===== config.mk =====
export PLATFORM = sky130hd
export DESIGN_NAME = smram_hiwin_ctrl
export DESIGN_NICKNAME = d
export VERILOG_FILES = /design/src/rtl/smram_pkg.sv /design/src/rtl/smram_cfg_reg.sv /design/src/rtl/smram_addr_map.sv /design/src/rtl/smram_hiwin_ctrl.sv
export SDC_FILE = /design/constraint.sdc
export NUM_CORES = 1
export LEC_CHECK = 0
export BUFFER_PORTS_ARGS = -buffer_cell sky130_fd_sc_hd__buf_2
export CAP_MARGIN = 20
export CORE_UTILIZATION = 28
export DETAILED_ROUTE_END_ITERATION = 7
export SETUP_SLACK_MARGIN = 0.15
export SLEW_MARGIN = 40
export SYNTH_ARGS = -nofsm -noshare
export SYNTH_HDL_FRONTEND = slang
export SYNTH_SLANG_ARGS = --single-unit

===== constraint.sdc =====
create_clock -name clk -period 5.25 [get_ports clk]
set_input_delay 1.05 -clock clk [delete_from_list [all_inputs] [get_ports clk]]
set_output_delay 1.05 -clock clk [all_outputs]
set_load 0.02 [all_outputs]

===== src/rtl/smram_pkg.sv =====
package smram_pkg;
  localparam int unsigned REG_W  = 8;
  localparam int unsigned ADDR_W = 32;

  localparam int unsigned BIT_EN   = 7;
  localparam int unsigned BIT_VIOL = 6;

  localparam logic [REG_W-1:0] FIXED_ONES = 8'h38;

  typedef struct packed {
    logic hi_en;
    logic viol;
  } cfg_state_t;
endpackage


===== src/rtl/smram_cfg_reg.sv =====
module smram_cfg_reg
  import smram_pkg::*;
#(
  parameter int unsigned          REG_AW     = 8,
  parameter logic [REG_AW-1:0]    REG_OFFSET = 8'h9E
) (
  input  logic              clk,
  input  logic              rst_n,
  input  logic [REG_AW-1:0] reg_addr,
  input  logic              reg_we,
  input  logic [REG_W-1:0]  reg_wdata,
  output logic [REG_W-1:0]  reg_rdata,
  input  logic              lock_in,
  input  logic              viol_set,
  output cfg_state_t        state
);
  cfg_state_t st_q, st_d;
  logic       lock_q;
  logic       hit;
  logic       en_wr_ok;

  assign hit      = (reg_addr == REG_OFFSET);
  assign en_wr_ok = !(lock_q || lock_in);

  always_comb begin
    st_d = st_q;
    if (reg_we && hit && en_wr_ok) st_d.hi_en = reg_wdata[BIT_EN];
    if (reg_we && hit && reg_wdata[BIT_VIOL]) st_d.viol = 1'b0;
    if (viol_set) st_d.viol = 1'b1;
  end

  always_ff @(posedge clk or negedge rst_n) begin
    if (!rst_n) begin
      st_q   <= '0;
      lock_q <= 1'b0;
    end else begin
      st_q   <= st_d;
      lock_q <= lock_q | lock_in;
    end
  end

  always_comb begin
    reg_rdata = '0;
    if (hit) begin
      reg_rdata           = FIXED_ONES;
      reg_rdata[BIT_EN]   = st_q.hi_en;
      reg_rdata[BIT_VIOL] = st_q.viol;
    end
  end

  assign state = st_q;
endmodule


===== src/rtl/smram_addr_map.sv =====
module smram_addr_map
  import smram_pkg::*;
#(
  parameter int unsigned        AW        = ADDR_W,
  parameter int unsigned        WIN_SHIFT = 17,
  parameter logic [AW-1:0]      HI_BASE   = 32'hFEDA0000,
  parameter logic [AW-1:0]      LO_BASE   = 32'h000A0000
) (
  input  logic          win_on,
  input  logic          open_i,
  input  logic [AW-1:0] tseg_base,
  input  logic [AW-1:0] tseg_limit,
  input  logic          req_valid,
  input  logic [AW-1:0] req_addr,
  input  logic          req_in_smm,
  output logic          req_ready,
  output logic          req_blocked,
  output logic          dn_valid,
  input  logic          dn_ready,
  output logic [AW-1:0] dn_addr,
  output logic          viol_set
);
  localparam int unsigned TAG_W = AW - WIN_SHIFT;
  localparam logic [TAG_W-1:0] HI_TAG = HI_BASE[AW-1:WIN_SHIFT];
  localparam logic [TAG_W-1:0] LO_TAG = LO_BASE[AW-1:WIN_SHIFT];

  logic in_hi, in_tseg, privileged, bad;

  assign in_hi      = win_on && (req_addr[AW-1:WIN_SHIFT] == HI_TAG);
  assign in_tseg    = (req_addr >= tseg_base) && (req_addr < tseg_limit);
  assign privileged = req_in_smm || open_i;
  assign bad        = !privileged && (in_hi || in_tseg);

  assign req_blocked = req_valid && bad;
  assign viol_set    = req_blocked;
  assign dn_valid    = req_valid && !bad;
  assign req_ready   = bad ? 1'b1 : dn_ready;

  always_comb begin
    dn_addr = req_addr;
    if (in_hi && privileged) dn_addr = {LO_TAG, req_addr[WIN_SHIFT-1:0]};
  end
endmodule


===== src/rtl/smram_hiwin_ctrl.sv =====
module smram_hiwin_ctrl
  import smram_pkg::*;
#(
  parameter logic [7:0] REG_OFFSET = 8'h9E
) (
  input  logic        clk,
  input  logic        rst_n,
  input  logic [7:0]  reg_addr,
  input  logic        reg_we,
  input  logic [7:0]  reg_wdata,
  output logic [7:0]  reg_rdata,
  input  logic        g_smram_en,
  input  logic        smram_open,
  input  logic        smram_lock,
  input  logic [31:0] tseg_base,
  input  logic [31:0] tseg_limit,
  input  logic        req_valid,
  output logic        req_ready,
  input  logic [31:0] req_addr,
  input  logic        req_in_smm,
  output logic        req_blocked,
  output logic        dn_valid,
  input  logic        dn_ready,
  output logic [31:0] dn_addr,
  output logic        viol_flag
);
  cfg_state_t cfg;
  logic       viol_set;
  logic       win_on;

  smram_cfg_reg #(.REG_AW(8), .REG_OFFSET(REG_OFFSET)) u_reg (
    .clk(clk), .rst_n(rst_n), .reg_addr(reg_addr), .reg_we(reg_we),
    .reg_wdata(reg_wdata), .reg_rdata(reg_rdata), .lock_in(smram_lock),
    .viol_set(viol_set), .state(cfg)
  );

  assign win_on = g_smram_en && cfg.hi_en;

  smram_addr_map #(.AW(32)) u_map (
    .win_on(win_on), .open_i(smram_open), .tseg_base(tseg_base),
    .tseg_limit(tseg_limit), .req_valid(req_valid), .req_addr(req_addr),
    .req_in_smm(req_in_smm), .req_ready(req_ready), .req_blocked(req_blocked),
    .dn_valid(dn_valid), .dn_ready(dn_ready), .dn_addr(dn_addr),
    .viol_set(viol_set)
  );

  assign viol_flag = cfg.viol;
endmodule


==> results of run 1 <==
==> worst max-delay path, stage by stage <==
cell,delay (ns)
buf_2,0.13
ha_1,0.31
a2111oi_0,0.32
o21ai_0,0.20
a221oi_1,0.30
a21oi_1,0.16
a211oi_2,0.34
and2_1,0.17
buf_2,0.15
==> Yosys cell counts (all sizes together), types with 2 or more instances <==
| cell | instances | share of area |
|---|---|---|
| and2 | 14 | 0.042 |
| o21a | 2 | 0.0071 |
| nand3 | 5 | 0.012 |
| a221o | 2 | 0.0095 |
| buf | 23 | 0.082 |
| nand2 | 14 | 0.033 |
| a211oi | 3 | 0.013 |
| nor2 | 7 | 0.012 |
| nor2b | 2 | 0.0059 |
| dfrtp | 3 | 0.036 |
| nor3 | 2 | 0.0047 |
| a21o | 6 | 0.021 |
| a22o | 2 | 0.0083 |
| or2 | 2 | 0.0059 |
| a2111oi | 2 | 0.0083 |
| a21oi | 23 | 0.056 |
| nand4b | 2 | 0.0083 |
| clkbuf | 5 | 0.0089 |
| nand2b | 2 | 0.0059 |
| o211ai | 3 | 0.011 |
| nand4 | 12 | 0.036 |
| or4 | 2 | 0.0071 |
| nor4 | 3 | 0.012 |
| o21ai | 8 | 0.019 |
| ha | 63 | 0.37 |
| inv | 66 | 0.12 |
==> cell usage in the layout (no fill, tap or decap), types with 2 or more instances in the layout <==
master / instances
buf_2: 155
nand4b_1: 2
ha_1: 63
or4_1: 2
o21ai_0: 7
and2_1: 14
nand2b_1: 2
clkbuf_8: 3
inv_1: 66
o21a_1: 2
nand4_1: 12
a21o_1: 6
a221o_1: 2
nand2_1: 13
conb_1: 3
a211oi_1: 2
a22o_1: 2
nor2b_1: 2
a21oi_1: 22
nor4_1: 2
nor3_1: 2
o211ai_1: 3
nor2_1: 7
nand3_1: 5
a2111oi_0: 2
dfrtp_1: 3
==> per-stage QoR <==
| step | hold slack, ns | area, um2 | util | power (W) |
|---|---|---|---|---|
| 3_3_place_gp | 0.434 | 2830 | 0.390 | 0.000230 |
| 3_5_place_dp | 0.453 | 2830 | 0.390 | 0.000235 |
| 6_report | 0.455 | 2870 | 0.396 | 0.000299 |
| 2_1_floorplan | 0.424 | 2120 | - | 0.000156 |
| 4_1_cts | 0.459 | 2870 | 0.396 | 0.000304 |
| 5_1_grt | 0.466 | 2870 | 0.396 | 0.000334 |
==> worst paths after layout <==
path | from | to | slack [ns]
setup / recovery | req_addr[31] | req_blocked | 1.07
hold / removal | u_reg.lock_q$_DFF_PN0_ | u_reg.lock_q$_DFF_PN0_ | 0.45
setup reg to reg | u_reg.state[1]$_DFFE_PN0P_ | u_reg.state[0]$_DFFE_PN0P_ | 3.74
hold reg to reg | u_reg.lock_q$_DFF_PN0_ | u_reg.lock_q$_DFF_PN0_ | 0.45
max in group asynchronous | rst_n | u_reg.state[0]$_DFFE_PN0P_ | 4.52
min in group asynchronous | rst_n | u_reg.lock_q$_DFF_PN0_ | 0.62
==> sequential cells by signal (all words and copies together), names as in the netlist <==
name / flops
u_reg.lock_q: 1
u_reg.state: 2
==> cell type report <==
class	count	area, um2	area share
Clock buffer	4	45.0	0.0157
Inverter	66	248	0.0863
Multi-Input combinational cell	195	1600	0.558
Sequential cell	3	75.1	0.0262
Tap cell	99	124	0.0432
Timing Repair Buffer	155	776	0.270
==> report_power, final <==
part	switching [W]	leakage, nW	internal [W]
clock network	0.0000148	0.0228	0.0000517
logic	0.000110	1.72	0.0000949
registers	0.00000173	0.0331	0.0000257
total	0.000127	1.78	0.000172
==> layer usage <==
| layer | global-route usage | vias to the layer above |
|---|---|---|
| met3 | 0.0131 | 0 |
| met5 | 0 | - |
| li1 | - | 1236 |
| met4 | 0.0220 | 0 |
| met1 | 0.167 | 980 |
| met2 | 0.281 | 102 |
==> kinds of logic after synthesis <==
kind of cell,share of synthesized area
buffers and inverters,0.208
AND/OR/NAND/NOR,0.203
adder cells (fa/ha/maj),0.374
AO/OA/AOI/OAI,0.173
flip-flops,0.0356
multiplexers,0.00534
other,0.00178
==> results.sh, run 1 <==
export IMPL_status="finished clean"
export IMPL_max_freq_mhz=239
export IMPL_pre_cts_ws_ns=1.03
export IMPL_routed_top_layer="met3"
export IMPL_cp_required_ns=4.20
export IMPL_clk_transition_reported_paths_ns=0.03
export IMPL_fillCellCount=777
export IMPL_hold_viol_final=0
export IMPL_postRouteWirelength_mm=5.87
export IMPL_cp_arrival_ns=3.13
export IMPL_place_congestion=0.793
export IMPL_hpwl_mm=5.42
export IMPL_endpoint_kind="output port"
export IMPL_post_route_min_period_ns=4.18
export IMPL_vdd_drop_max_mv=0.0600
export IMPL_wl_met1_mm=2.54
export IMPL_io_pins=165
export IMPL_reg2reg_depth=5
export IMPL_drt_iter0_drc=41
export IMPL_syn_mean_instance_area_um2=7.27
export IMPL_final_net_count=608
export IMPL_numCtsBuffers=3
export IMPL_ys_flop_type="dfrtp_1"
export IMPL_cts_root_buf="clkbuf_8"
export IMPL_synth_area_um2=2110
export IMPL_holdCritPathClass="register to register"
export IMPL_setup_slack_ns=1.07
export IMPL_synth_distinct_cells=44
export IMPL_cts_hold_buf=0
export IMPL_vias=2318
export IMPL_cts_tree="built"
export IMPL_drt_vias_per_instance=4.44
export IMPL_stdcell_count=522
export IMPL_start_util=0.291
export IMPL_synthArstFlopShare=1.00
export IMPL_powerDensity_nw_per_um2=104
export IMPL_gr_usage_all_layers=0.142
export IMPL_die_h_um=88.8
export IMPL_wl_met2_mm=2.96
export IMPL_cap_violations=0
export IMPL_setup_viol=0
export IMPL_io_buffers=155
export IMPL_cts_buffer_depth=2
export IMPL_slew_viol_final=0
export IMPL_ys_seq_area_frac=0.0356
export IMPL_grt_pass1_wl_mm=8.96
export IMPL_drive_gt1_frac=0.385
export IMPL_yosysWarningCount=0
export IMPL_critPathKind="input pin to output port"
export IMPL_grt_max_degree=11
export IMPL_die_w_um=88.8
export IMPL_n_antenna_cell=0
export IMPL_drt_pre_antenna_iters=2
export IMPL_synth_edff_count=0
export IMPL_post_cts_buffers=0
export IMPL_antenna_found_initial=0
export IMPL_postCtsResizedCells=0
export IMPL_hold_depth=1
export IMPL_die_area_um2=7890
export IMPL_period_share=0.797
export IMPL_placedCellCount=518
export IMPL_wl_met3_um=369
export IMPL_grt_pass1_vias=2139
export IMPL_postRouteAntennaNets=0
export IMPL_slew_headroom=0.627
export IMPL_rsz0062_at_grt="no"
export IMPL_tightest_slew_ns=0.556
export IMPL_path_max_fanout=4
export IMPL_synth_seq_cells=3
export IMPL_htree_levels=1
export IMPL_syn_inst=290
export IMPL_grt_overflow=0
export IMPL_clk_latency_ns=0.21
export IMPL_placeableCoreArea_um2=7250
export IMPL_num_rows=31
export IMPL_clock_sinks=3
export IMPL_drc=0
export IMPL_post_drt_wl_per_cell_um=11.2
export IMPL_finClkSkew_ns=0.000914
export IMPL_setup_tns_ns=0
export IMPL_power_leakage_nw=1.78
export IMPL_crit_path_start_kind="input pin"
export IMPL_area_delta_synth_final_pct=36.1
No activity file was read; power rests on OpenSTA's default activity.
==> run 2: changes to the inputs <==
Clock period 5.25 ns to 3.66 ns, I/O delays scaled along.
==> run 2 against run 1 <==
Against the previous run: global-route usage unchanged; critical path type unchanged; sequential share of layout area decreased by 0.16 points; highest routed layer is now met4; sequential power increased by 42%; total power increased by 51%.
==> results.sh, run 2 (synthesis gave the netlist of run 1 again) <==
export IMPL_holdCritPathClass="input pin to async pin"
export IMPL_vdd_drop_max_mv=0.0741
export IMPL_grt_pass1_vias=2187
export IMPL_n_antenna_cell=0
export IMPL_die_w_um=88.8
export IMPL_postRouteAntennaNets=0
export IMPL_setup_viol=0
export IMPL_final_net_count=613
export IMPL_clock_sinks=3
export IMPL_holdWs_ns=0.305
export IMPL_vias=2340
export IMPL_placeableCoreArea_um2=7250
export IMPL_final_cell_mix="buf_2 (147), inv_1 (62), ha_1 (57)"
export IMPL_cts_buffer_depth=2
export IMPL_final_common_cell="buf_2"
export IMPL_cpPeakStageDelay_ns=0.42
export IMPL_clk_transition_reported_paths_ns=0.03
export IMPL_cts_root_buf="clkbuf_8"
export IMPL_postRouteWirelength_mm=5.92
export IMPL_crit_buf_inv=3
export IMPL_numCtsBuffers=3
export IMPL_drt_pre_antenna_iters=3
export IMPL_setup_tns_ns=0
export IMPL_power_leakage_nw=1.82
export IMPL_path_max_fanout=4
export IMPL_max_freq_mhz=293
export IMPL_cts_tree="built"
export IMPL_endpoint_kind="output port"
export IMPL_io_buffers=155
export IMPL_status="finished clean"
export IMPL_gr_usage_all_layers=0.142
export IMPL_cpMaxStageDelayCell="or3_1"
export IMPL_grt_overflow=0
export IMPL_powerDensity_nw_per_um2=148
export IMPL_rsz0062_at_grt="yes"
export IMPL_start_util=0.291
export IMPL_cp_required_ns=2.93
export IMPL_largest_reg_flops=2
export IMPL_critPathKind="input pin to output port"
export IMPL_htree_levels=1
export IMPL_drt_vias_per_instance=4.44
export IMPL_tightest_slew_ns=0.562
export IMPL_grt_pass1_wl_mm=8.95
export IMPL_fillCellCount=757
export IMPL_drive_gt1_frac=0.428
export IMPL_hpwl_mm=5.38
export IMPL_period_share=0.932
export IMPL_antenna_found_initial=0
export IMPL_die_h_um=88.8
export IMPL_clk_latency_ns=0.21
export IMPL_area_delta_synth_final_pct=45.1
export IMPL_post_route_min_period_ns=3.41
export IMPL_drt_iter0_drc=43
export IMPL_hold_viol_final=0
export IMPL_drc=0
export IMPL_crit_chain="buf_2, inv_1, ha_1, nand4_1, or3_1, a31oi_1, o31ai_1, a211oi_2, and2_1, buf_2"
export IMPL_place_congestion=0.784
export IMPL_grt_max_degree=11
export IMPL_die_area_um2=7890
export IMPL_cp_arrival_ns=2.68
export IMPL_finClkSkew_ns=0.000388
export IMPL_post_drt_wl_per_cell_um=11.2
export IMPL_cap_violations=0
export IMPL_cpMostUsedCell="buf_2"
export IMPL_num_rows=31
export IMPL_io_pins=165
export IMPL_slew_viol_final=0
export IMPL_crit_path_start_kind="input pin"
export IMPL_critical_path_top_delay_family="simple AND/OR/NAND/NOR gates"
export IMPL_slew_headroom=0.624
==> run 2: per-stage QoR <==
step	setup WS, ns	total power (W)	util	area (um2)	instances
after floorplan	0.407	0.000224	-	2120	292
after global placement	0.103	0.000331	0.391	2830	519
after detailed placement	0.0892	0.000336	0.391	2830	519
after CTS	0.148	0.000437	0.399	2890	525
after global routing	0.0901	0.000504	0.422	3060	527
final	0.249	0.000452	0.422	3060	527
==> run 2: cell type report <==
type                            instances  area [um2]  share of cell area
Sequential cell                         3        75.1              0.0245
Tap cell                               99         124              0.0405
Inverter                               66         248              0.0809
Timing Repair Buffer                  160         863               0.282
Multi-Input combinational cell        195        1710               0.557
Clock buffer                            4        45.0              0.0147
==> run 2: final timing paths <==
| kind | startpoint | end | slack, ns | depth (start not counted) |
|---|---|---|---|---|
| setup / recovery | tseg_base[14] | req_blocked | 0.25 | 10 |
| hold / removal | rst_n | u_reg.lock_q$_DFF_PN0_ | 0.31 | 1 |
| setup reg to reg | u_reg.state[1]$_DFFE_PN0P_ | u_reg.state[0]$_DFFE_PN0P_ | 2.16 | 5 |
| hold reg to reg | u_reg.lock_q$_DFF_PN0_ | u_reg.lock_q$_DFF_PN0_ | 0.46 | 1 |
| max in group asynchronous | rst_n | u_reg.state[0]$_DFFE_PN0P_ | 3.25 | 1 |
| min in group clk | u_reg.lock_q$_DFF_PN0_ | u_reg.lock_q$_DFF_PN0_ | 0.46 | 1 |
==> run 2: layer usage <==
| metal | track usage | routed length [um] | up-vias |
|---|---|---|---|
| met5 | 0 | 0 | - |
| met2 | 0.287 | 2960 | 100 |
| met3 | 0.00933 | 377 | 2 |
| li1 | - | - | 1254 |
| met1 | 0.162 | 2540 | 984 |
| met4 | 0.0279 | 37 | 0 |
==> run 2: power breakdown <==
| group | switching (W) | internal, W |
|---|---|---|
| Sequential | 0.00000219 | 0.0000368 |
| Clock | 0.0000217 | 0.0000743 |
| Combinational | 0.000166 | 0.000151 |
| Total | 0.000189 | 0.000262 |
==> run 2: what timing repair did <==
item | 4_1_cts | 5_1_grt
pin swaps | 4 | 7
buffers inserted | 2 | 2
endpoints found under the setup margin | 2 | 3
hold buffers | 0 | 0
gates resized for setup | 1 | 30
gates cloned | 0 | 0
==> run 3: changes to the inputs <==
Settings changed: CELL_PAD_IN_SITES_DETAIL_PLACEMENT from default to 1, CELL_PAD_IN_SITES_GLOBAL_PLACEMENT from default to 1, CORE_UTILIZATION 28 to 24, PLACE_DENSITY_LB_ADDON from default to 0.1.
==> run 3 against run 2 <==
Against the previous run: first-iteration DRC count is 53% lower; worst hold slack worse by 0.0063 ns; non-clock buffer count rose by 4; combinational power is 6% higher; count of clock-buffer cells in the layout stayed put; sequential share of layout area down 0.081 points; via count increased by 3.2%; wire length rose by 19%; register-to-register slack got worse by 0.05 ns; total power up 4.4%.
==> results.sh, run 3 (synthesis gave the netlist of run 1 again) <==
export IMPL_clk_transition_reported_paths_ns=0.03
export IMPL_drc=0
export IMPL_cpMaxStageDelayCell="or4_1"
export IMPL_die_w_um=95.8
export IMPL_placeableCoreArea_um2=8340
export IMPL_vdd_drop_max_mv=0.0525
export IMPL_hpwl_mm=6.19
export IMPL_cts_root_buf="clkbuf_8"
export IMPL_final_net_count=617
export IMPL_crit_path_start_kind="input pin"
export IMPL_num_rows=33
export IMPL_power_leakage_nw=1.84
export IMPL_die_area_um2=9170
export IMPL_cts_buffer_depth=2
export IMPL_grt_pass1_wl_mm=10.9
export IMPL_holdCritPathClass="input pin to async pin"
export IMPL_critical_path_top_delay_family="simple AND/OR/NAND/NOR gates"
export IMPL_drt_iter0_drc=20
export IMPL_clk_latency_ns=0.22
export IMPL_post_drt_wl_per_cell_um=13.1
export IMPL_r2r_end="u_reg.state[0]$_DFFE_PN0P_"
export IMPL_powerDensity_nw_per_um2=149
export IMPL_switching_share=0.421
export IMPL_setup_tns_ns=0
export IMPL_grt_overflow=0
export IMPL_setup_slack_ns=0.189
export IMPL_largest_reg_flops=2
export IMPL_slew_viol_final=0
export IMPL_clock_sinks=3
export IMPL_vias=2415
export IMPL_p_switching_w=0.000199
export IMPL_slew_headroom=0.565
export IMPL_rsz0062_at_grt="yes"
export IMPL_cts_tree="built"
export IMPL_postRouteAntennaNets=0
export IMPL_area_delta_synth_final_pct=50.1
export IMPL_final_core_util=0.380
export IMPL_cp_arrival_ns=2.74
export IMPL_p_total_w=0.000472
export IMPL_final_cell_mix="buf_2 (144), inv_1 (60), ha_1 (54)"
export IMPL_setup_viol=0
export IMPL_critPathKind="input pin to output port"
export IMPL_path_max_fanout=4
export IMPL_drive_gt1_frac=0.449
export IMPL_ff_latch_area_um2=75.1
export IMPL_period_share=0.948
export IMPL_rrSetupSlack_ns=2.11
export IMPL_clock_power_share=0.206
export IMPL_fillCellCount=1078
export IMPL_seqPwrFrac=0.083
export IMPL_status="finished clean"
export IMPL_reg2reg_from="u_reg.state[1]$_DFFE_PN0P_"
export IMPL_place_congestion=0.702
export IMPL_gr_usage_all_layers=0.150
export IMPL_cpPeakStageDelay_ns=0.55
export IMPL_postRouteWirelength_mm=7.02
export IMPL_reg2reg_depth=6
export IMPL_crit_chain="buf_8, ha_4, nand4_1, or4_1, o32a_1, a21oi_2, a211oi_2, or2_1, buf_6"
export IMPL_crit_buf_inv=2
export IMPL_combinationalPowerShare=0.711
export IMPL_max_freq_mhz=288
export IMPL_start_util=0.253
export IMPL_io_buffers=155
export IMPL_n_antenna_cell=0
export IMPL_drt_vias_per_instance=4.50
export IMPL_multi_input_area_um2=1750
export IMPL_io_pins=165
export IMPL_tightest_slew_ns=0.650
export IMPL_final_common_cell="buf_2"
export IMPL_hold_viol_final=0
export IMPL_finClkSkew_ns=0.00435
export IMPL_endpoint_kind="output port"
export IMPL_post_route_min_period_ns=3.47
export IMPL_htree_levels=1
export IMPL_die_h_um=95.8
export IMPL_pre_cts_ws_ns=0.0234
export IMPL_grt_pass1_vias=2483
export IMPL_cp_required_ns=2.93
export IMPL_antenna_found_initial=0
export IMPL_cap_violations=0
export IMPL_grt_max_degree=11
export IMPL_drt_pre_antenna_iters=3
export IMPL_numCtsBuffers=3
export IMPL_internal_power_w=0.000273
-- run 3: how the worst max path moves through the flow --
stage	from	end	slack, ns	depth (start not counted)
CTS	req_addr[10]	req_ready	0.13	9
finish	req_addr[11]	req_ready	0.19	9
floorplan	tseg_limit[15]	dn_valid	0.41	8
global route	req_addr[11]	req_ready	0.09	9
global placement	req_addr[15]	req_ready	0.08	9
detailed placement	req_addr[31]	req_blocked	0.02	9
-- run 3: what timing repair did --
item                                    CTS  global route
hold buffers                              0             0
gates resized for setup                  29            15
pin swaps                                10            11
endpoints found under the setup margin    3             3
setup buffers                             6             1
-- run 3: cell type report --
class,instances,area share
multi-input combinational,195,0.553
timing repair buffer,164,0.289
inverter,66,0.0782
tap,105,0.0415
sequential,3,0.0237
clock buffer,4,0.0142
-- run 3: power groups by stage --
stage          clock [W]  sequential [W]  combinational (W)
2_1_floorplan          0       0.0000435           0.000181
3_3_place_gp           0       0.0000396           0.000296
3_5_place_dp           0       0.0000395           0.000304
4_1_cts        0.0000990       0.0000392           0.000331
5_1_grt         0.000102       0.0000394           0.000383
6_report       0.0000973       0.0000392           0.000335
-- run 3: per-stage QoR --
stage / cell area [um2] / hold slack [ns] / cells
finish: 3170 / 0.299 / 537
global route: 3170 / 0.300 / 537
CTS: 3100 / 0.298 / 536
detailed placement: 2850 / 0.442 / 526
global placement: 2850 / 0.434 / 526
floorplan: 2120 / 0.424 / 292
-- run 3: routing by layer --
layer | wire, um | vias up | GRT usage
li1 | - | 1254 | -
met1 | 2890 | 1084 | 0.175
met2 | 3780 | 75 | 0.303
met3 | 324 | 2 | 0.00869
met4 | 23 | 0 | 0.0149
met5 | 0 | - | 0
-- run 3: worst reg2reg max path, cell delays in order (launching register included) --
cell	delay (ns)
dfrtp_1	0.35
nand3b_1	0.16
nor4_1	0.28
a21oi_1	0.09
a211oi_2	0.31
buf_4	0.17
a22o_1	0.12
